**src/rtl/afm_pkg.sv**
```systemverilog
package afm_pkg;
  localparam int CH_W  = 4;
  localparam int SB_W  = 6;
  localparam int IEC_W = 8;
  localparam int CAT_W = 8;

  typedef struct packed {
    logic [CH_W-1:0]  chans;
    logic [SB_W-1:0]  sbits;
    logic [IEC_W-1:0] iec;
    logic [CAT_W-1:0] cat;
  } fmt_t;

  // Returns {error, width}; unknown codes fall back to 16 bits.
  function automatic logic [SB_W:0] width_lookup(input logic [3:0] code);
    case (code)
      4'd0:    width_lookup = {1'b0, SB_W'(8)};
      4'd1:    width_lookup = {1'b0, SB_W'(16)};
      4'd2:    width_lookup = {1'b0, SB_W'(20)};
      4'd3:    width_lookup = {1'b0, SB_W'(24)};
      4'd4:    width_lookup = {1'b0, SB_W'(32)};
      default: width_lookup = {1'b1, SB_W'(16)};
    endcase
  endfunction
endpackage

```
**src/rtl/afm_field_decode.sv**
```systemverilog
module afm_field_decode
  import afm_pkg::*;
#(
  parameter int WORD_W  = 16,
  parameter int RATE_W  = 20,
  parameter int OP_W    = 4,
  parameter int BASE_LO = 44100,
  parameter int BASE_HI = 48000
) (
  input  logic [WORD_W-1:0] rate_word,
  input  logic [WORD_W-1:0] stat_word,
  output fmt_t              fmt,
  output logic              width_err,
  output logic [RATE_W-1:0] base_rate,
  output logic [OP_W-1:0]   mul_op,
  output logic [OP_W-1:0]   div_op
);
  logic [SB_W:0] wl;
  logic          unused_bits;

  assign wl          = width_lookup(rate_word[7:4]);
  assign unused_bits = ^{rate_word[WORD_W-1:15], rate_word[3]};

  always_comb begin
    fmt.chans = CH_W'(rate_word[2:0]) + CH_W'(1);
    fmt.sbits = wl[SB_W-1:0];
    fmt.iec   = stat_word[IEC_W-1:0];
    fmt.cat   = stat_word[IEC_W +: CAT_W];
    width_err = wl[SB_W];
    base_rate = rate_word[14] ? RATE_W'(BASE_LO) : RATE_W'(BASE_HI);
    mul_op    = OP_W'(rate_word[13:11]) + OP_W'(1);
    div_op    = OP_W'(rate_word[10:8]) + OP_W'(1);
  end
endmodule

```
**src/rtl/afm_rate_calc.sv**
```systemverilog
module afm_rate_calc #(
  parameter int RATE_W = 20,
  parameter int OP_W   = 4
) (
  input  logic              clk,
  input  logic              rst,
  input  logic              start,
  input  logic [RATE_W-1:0] base,
  input  logic [OP_W-1:0]   mul_op,
  input  logic [OP_W-1:0]   div_op,
  output logic              done,
  output logic [RATE_W-1:0] result
);
  localparam int CNT_W = $clog2(RATE_W + 1);

  typedef enum logic [1:0] {S_IDLE, S_MUL, S_DIV} st_t;

  st_t               st;
  logic [CNT_W-1:0]  cnt;
  logic [RATE_W-1:0] acc, mcand, quo;
  logic [OP_W-1:0]   mplier, divisor, rem;
  logic [RATE_W-1:0] acc_nx, quo_nx;
  logic [OP_W:0]     rem_sh, rem_sub;
  logic              ge;

  always_comb begin
    acc_nx  = mplier[0] ? acc + mcand : acc;
    rem_sh  = {rem, quo[RATE_W-1]};
    ge      = rem_sh >= {1'b0, divisor};
    rem_sub = ge ? rem_sh - {1'b0, divisor} : rem_sh;
    quo_nx  = {quo[RATE_W-2:0], ge};
  end

  always_ff @(posedge clk) begin
    if (rst) begin
      st      <= S_IDLE;
      cnt     <= '0;
      acc     <= '0;
      mcand   <= '0;
      quo     <= '0;
      mplier  <= '0;
      divisor <= '0;
      rem     <= '0;
      done    <= 1'b0;
      result  <= '0;
    end else begin
      done <= 1'b0;
      case (st)
        S_IDLE: if (start) begin
          acc     <= '0;
          mcand   <= base;
          mplier  <= mul_op;
          divisor <= div_op;
          cnt     <= '0;
          st      <= S_MUL;
        end
        S_MUL: begin
          acc    <= acc_nx;
          mcand  <= mcand << 1;
          mplier <= mplier >> 1;
          cnt    <= cnt + CNT_W'(1);
          if (cnt == CNT_W'(OP_W - 1)) begin
            quo <= acc_nx;
            rem <= '0;
            cnt <= '0;
            st  <= S_DIV;
          end
        end
        S_DIV: begin
          quo <= quo_nx;
          rem <= rem_sub[OP_W-1:0];
          cnt <= cnt + CNT_W'(1);
          if (cnt == CNT_W'(RATE_W - 1)) begin
            done   <= 1'b1;
            result <= quo_nx;
            st     <= S_IDLE;
          end
        end
        default: st <= S_IDLE;
      endcase
    end
  end

  // a divide never runs with a zero divisor
  a_r3_div_nonzero: assert property (@(posedge clk) disable iff (rst)
    (st == S_DIV) |-> (divisor != '0));
  // completion is a single-cycle pulse
  a_r7_done_pulse: assert property (@(posedge clk) disable iff (rst)
    done |=> !done);
endmodule

```
**src/rtl/afm_buf_watch.sv**
```systemverilog
module afm_buf_watch #(
  parameter int SW_W    = 8,
  parameter int FLAG_IX = 4
) (
  input  logic            clk,
  input  logic            rst,
  input  logic            enable,
  input  logic [SW_W-1:0] buf_word,
  output logic            filled,
  output logic            change
);
  logic flag_now;
  logic unused_word;

  assign flag_now    = buf_word[FLAG_IX];
  assign unused_word = ^(buf_word & ~(SW_W'(1) << FLAG_IX));

  always_ff @(posedge clk) begin
    if (rst) begin
      filled <= 1'b0;
      change <= 1'b0;
    end else if (enable) begin
      filled <= flag_now;
      change <= flag_now != filled;
    end else begin
      change <= 1'b0;
    end
  end

  // no strobe follows a disabled cycle
  a_r8_quiet_when_off: assert property (@(posedge clk) disable iff (rst)
    !enable |=> !change);
  // the recorded flag does not move while disabled
  a_r8_hold_when_off: assert property (@(posedge clk) disable iff (rst)
    !enable |=> $stable(filled));
endmodule

```
**src/rtl/aud_fmt_monitor.sv**
```systemverilog
module aud_fmt_monitor
  import afm_pkg::*;
#(
  parameter int WORD_W  = 16,
  parameter int RATE_W  = 20,
  parameter int OP_W    = 4,
  parameter int SW_W    = 8,
  parameter int FLAG_IX = 4,
  parameter int BASE_LO = 44100,
  parameter int BASE_HI = 48000
) (
  input  logic              clk,
  input  logic              rst,
  input  logic              sample_valid,
  input  logic [WORD_W-1:0] rate_word,
  input  logic [WORD_W-1:0] stat_word,
  input  logic              enable,
  input  logic [SW_W-1:0]   buf_word,
  output logic [CH_W-1:0]   channels,
  output logic [SB_W-1:0]   sample_bits,
  output logic [RATE_W-1:0] rate_hz,
  output logic [IEC_W-1:0]  iec_status,
  output logic [CAT_W-1:0]  category,
  output logic              width_err,
  output logic              update_req,
  output logic              busy,
  output logic              buf_filled,
  output logic              buf_change
);
  fmt_t              dec_fmt, pend_fmt, rec_fmt;
  logic              dec_err, pend_err, accept, calc_done, differs;
  logic [RATE_W-1:0] dec_base, calc_rate, rec_rate;
  logic [OP_W-1:0]   dec_mul, dec_div;

  afm_field_decode #(
    .WORD_W(WORD_W), .RATE_W(RATE_W), .OP_W(OP_W),
    .BASE_LO(BASE_LO), .BASE_HI(BASE_HI)
  ) u_dec (
    .rate_word(rate_word), .stat_word(stat_word),
    .fmt(dec_fmt), .width_err(dec_err),
    .base_rate(dec_base), .mul_op(dec_mul), .div_op(dec_div)
  );

  assign accept = sample_valid && !busy;

  afm_rate_calc #(.RATE_W(RATE_W), .OP_W(OP_W)) u_rate (
    .clk(clk), .rst(rst), .start(accept),
    .base(dec_base), .mul_op(dec_mul), .div_op(dec_div),
    .done(calc_done), .result(calc_rate)
  );

  afm_buf_watch #(.SW_W(SW_W), .FLAG_IX(FLAG_IX)) u_buf (
    .clk(clk), .rst(rst), .enable(enable), .buf_word(buf_word),
    .filled(buf_filled), .change(buf_change)
  );

  assign differs = (pend_fmt != rec_fmt) || (calc_rate != rec_rate);

  always_ff @(posedge clk) begin
    if (rst) begin
      pend_fmt   <= '0;
      pend_err   <= 1'b0;
      rec_fmt    <= '0;
      rec_rate   <= '0;
      width_err  <= 1'b0;
      update_req <= 1'b0;
      busy       <= 1'b0;
    end else begin
      update_req <= 1'b0;
      if (accept) begin
        pend_fmt <= dec_fmt;
        pend_err <= dec_err;
        busy     <= 1'b1;
      end
      if (calc_done) begin
        busy       <= 1'b0;
        width_err  <= pend_err;
        update_req <= differs;
        if (differs) begin
          rec_fmt  <= pend_fmt;
          rec_rate <= calc_rate;
        end
      end
    end
  end

  assign channels    = rec_fmt.chans;
  assign sample_bits = rec_fmt.sbits;
  assign iec_status  = rec_fmt.iec;
  assign category    = rec_fmt.cat;
  assign rate_hz     = rec_rate;

  // the request is one cycle wide
  a_r5_one_cycle: assert property (@(posedge clk) disable iff (rst)
    update_req |=> !update_req);
  // recorded fields move only together with a request
  a_r5_fields_hold: assert property (@(posedge clk) disable iff (rst)
    !update_req |-> $stable({channels, sample_bits, rate_hz, iec_status, category}));
  // a request only appears once the computation has finished
  a_r7_req_idle: assert property (@(posedge clk) disable iff (rst)
    update_req |-> !busy);
  // an offer during a computation does not end it early
  a_r7_busy_holds: assert property (@(posedge clk) disable iff (rst)
    (busy && !calc_done) |=> busy);
endmodule

```
**config.mk**
```make
export PLATFORM = sky130hd
export DESIGN_NAME = aud_fmt_monitor
export DESIGN_NICKNAME = d
export VERILOG_FILES = /design/src/rtl/afm_pkg.sv /design/src/rtl/afm_field_decode.sv /design/src/rtl/afm_rate_calc.sv /design/src/rtl/afm_buf_watch.sv /design/src/rtl/aud_fmt_monitor.sv
export SDC_FILE = /design/constraint.sdc
export NUM_CORES = 1
export LEC_CHECK = 0
export ABC_AREA = 1
export BUFFER_PORTS_ARGS = -buffer_cell sky130_fd_sc_hd__buf_4
export CORE_AREA = 4 4 122 182
export DETAILED_ROUTE_END_ITERATION = 8
export DIE_AREA = 0 0 126 186
export PLACE_DENSITY = 0.57
export SLEW_MARGIN = 20
export SYNTH_ARGS = -nofsm -noshare
export SYNTH_HDL_FRONTEND = slang
export SYNTH_SLANG_ARGS = --single-unit
```
**constraint.sdc**
```tcl
create_clock -name clk -period 4.5 [get_ports clk]
set_input_delay 0.9 -clock clk [delete_from_list [all_inputs] [get_ports clk]]
set_output_delay 0.9 -clock clk [all_outputs]
set_load 0.005 [all_outputs]
```
==> results_dict.tcl <==
set metrics [dict create \
    status "finished clean" \
    ys_seq_elements 170 \
    period_needed_ns 2.79 \
    antenna_found_initial 0 \
    clkSinkCount 170 \
    syn_inst 1221 \
    clk_pin_slew_worst_paths_ns 0.06 \
    area_growth_pct 15.6 \
    use_met1_pct 22.1 \
    fin_setup_tns_ns 0 \
    crit_path_start_kind "flop" \
    grt_pass1_wl_um 35600 \
    cts_resized 0 \
    max_freq_mhz 358 \
    drtPass1Iterations 5 \
    power.share.clock_pct 31.5 \
    wl_um 21600 \
    cap_violations 0 \
    synthFlopType "dfxtp_1" \
    gp_congestion 0.818 \
    drive_gt1_share_pct 10.9 \
    hold_violations 0 \
    synth_area_um2 8570 \
    grt_max_degree 105 \
    synth.distinct_cells 39 \
    insertion_delay_ns 0.44 \
    clock_skew_ns 0.00751 \
    timing.slew.headroom_pct 27.1 \
    cts_tree "yes" \
    dieWidth_um 126 \
    synth.yosys.warnings 0 \
    grtUsageMet2_pct 34.1 \
    cts_made_buffers 17 \
    post-route-period-util_pct 62.1 \
    hold_buffers 0 \
    hp-class "reg2reg" \
    synthArstFlopShare_pct 0 \
    pwr-share-comb_pct 29.0 \
    post-route-drc-count 0 \
    dp_hpwl_um 15000 \
    r2r_start "u_rate.st[0]$_SDFFE_PP0P_" \
    leakagePower_nw 4.28 \
    drt_iter0_markers 580 \
    syn_area_per_cell_um2 7.02 \
    grt_setup_unrepaired "no" \
    row_count 64 \
    crit_type "reg2reg" \
    wire_per_inst_um 14.0 \
    crit_path_max_fanout 29 \
    grt_pass1_vias 7131 \
    tightestPinTransition_ns 1.09 \
    p_per_area_nw_per_um2 461 \
    synth-edff-count 0 \
    seq_area_frac_synth_pct 39.7 \
    die_h_um 186 \
    startpoint "u_rate.st[0]$_SDFFE_PP0P_" \
    grt_overflow 0 \
    cp.arrival_ns 3.12 \
    root_buffer "clkbuf_16" \
    p_seq_share_pct 39.5 \
    ir_drop_uv 281 \
    swShare_pct 35.4 \
    crit_required_ns 4.82 \
    grt.total_usage_pct 18.7 \
    io_buffers 83 \
    antenna_cells 0 \
    ant_nets 0 \
    hold_path_startpoint "u_rate.quo[16]$_SDFFE_PP0P_" \
    grt.busiest_layer "met2" \
    ios 95 \
    netSwitchingPower_mw 1.62 \
    vias 7795 \
    final_nets 1344 \
    met3_usage_pct 3.59 \
    htreeDepth 4 \
    viasPerCell 5.05 \
    die-area_um2 23400 \
    setup_violations 0 \
    drv_slew 0 \
    core_area_um2 20500 \
    p_int_mw 2.95 \
    hold_slack_ns 0.464 \
    postCtsSetupBuffers 0 \
    initial_core_util_pct 41.8 \
    end_kind "flop" \
    clockBufferDepth 2 \
]
==> cells by family (layout without fill, tap and decap cells) <==
logic type	count (synthesis)	after routing	share of synthesized area (%)
XOR/XNOR	50	50	5.11
flip-flops	170	170	39.7
AO/OA/AOI/OAI	268	268	16.7
adder cells (fa/ha/maj)	31	31	4.70
AND/OR/NAND/NOR	511	511	25.1
buffers and inverters	190	248	8.71
other	1	2	0.0437
==> power by group through the flow <==
stage          sequential, mW  combinational [mW]  clock [mW]
2_1_floorplan            1.78                1.00           0
3_3_place_gp             1.83                1.32           0
3_5_place_dp             1.83                1.34           0
4_1_cts                  1.80                1.34        1.47
5_1_grt                  1.82                1.52        1.54
6_report                 1.80                1.32        1.44
==> critical path, cell delays in order (launching register included) <==
cell and delay [ns]:
dfxtp_1 0.38, inv_1 0.08, ha_1 0.19, buf_4 0.20, inv_1 0.55, nor2_1 0.16
inv_1 0.60, nor2_1 0.14, inv_1 0.25, o21ai_0 0.11
==> Yosys cell counts, drive strengths merged, types with 3 or more instances <==
cell type / instances / area share (%)
nand3b: 6 / 0.53
a31oi: 3 / 0.22
inv: 124 / 5.4
nand4: 9 / 0.66
o21ai: 75 / 4.4
clkbuf: 42 / 1.8
a211oi: 4 / 0.35
buf: 22 / 1.4
a21oi: 161 / 9.4
dfxtp: 170 / 40
o211ai: 18 / 1.6
xnor2: 22 / 2.2
xor2: 28 / 2.9
or2: 8 / 0.58
nor3: 8 / 0.47
nor4: 3 / 0.22
nor2: 113 / 5.0
nand3: 103 / 6.1
ha: 29 / 4.2
nand2: 259 / 11
==> final timing paths <==
path,slack [ns],end,depth (start not counted)
setup / recovery,1.71,u_rate.result[11]$_SDFFE_PP0P_,9
hold / removal,0.46,u_rate.quo[16]$_SDFFE_PP0P_,2
setup reg to reg,1.71,u_rate.result[11]$_SDFFE_PP0P_,9
hold reg to reg,0.46,u_rate.quo[16]$_SDFFE_PP0P_,2
==> registers in the layout, summed over array words and instances, names as in the netlist, 5 cells and up <==
signal and cells:
category 8, u_rate.quo 20, rate_hz 20, u_rate.result 20, u_rate.cnt 5, u_rate.acc 18
iec_status 8, u_rate.mcand 18, pend_fmt 24
==> cell usage in the layout (no fill, tap or decap), types with 2 or more instances in the layout <==
master      netlist  layout
a211oi_1          4       4
a21oi_1         160     160
a31oi_1           3       3
buf_4             3      91
bufinv_16         0       2
clkbuf_1         42       2
clkbuf_16         0      17
clkbuf_8          0       3
clkinv_2          0       5
clkinvlp_4        0       2
conb_1            1       2
dfxtp_1         170     169
fa_1              2       2
ha_1             29      29
inv_1           120     120
inv_2             4       4
nand2_1         259     259
nand3_1         102     102
nand3b_1          6       6
nand4_1           9       9
nor2_1          110     110
nor2_2            3       3
nor3_1            8       8
nor4_1            3       3
o211ai_1         18      18
o21ai_0          75      75
o221a_2           2       2
or2_0             2       2
or2_2             6       6
xnor2_1          22      22
xor2_1           28      28
==> through the flow <==
step	total power [mW]	cells	instance area [um2]	setup WS (ns)	utilization, %
3_5_place_dp	3.17	1514	9340	1.67	45.6
4_1_cts	4.62	1544	9910	1.67	48.3
5_1_grt	4.88	1544	9910	1.38	48.3
2_1_floorplan	2.78	1222	8580	2.52	-
6_report	4.57	1544	9910	1.71	48.3
3_3_place_gp	3.16	1514	9340	1.73	45.6
==> metal layers <==
| layer | wire length (um) | up-vias | share of wire (%) |
|---|---|---|---|
| met5 | 0 | - | 0 |
| met4 | 463 | 0 | 2.1 |
| met3 | 691 | 28 | 3.2 |
| met2 | 11200 | 131 | 52 |
| met1 | 9230 | 3546 | 43 |
| li1 | - | 4090 | - |
==> layout make-up <==
class                      instances  area (um2)
multi-input combinational        862        4430
clock buffer                      22         474
tap                              264         330
clock inverter                     8        95.1
sequential                       170        3400
timing repair buffer              92         703
inverter                         126         474
fill                            2150       10600
No activity file was read; power rests on OpenSTA's default activity.
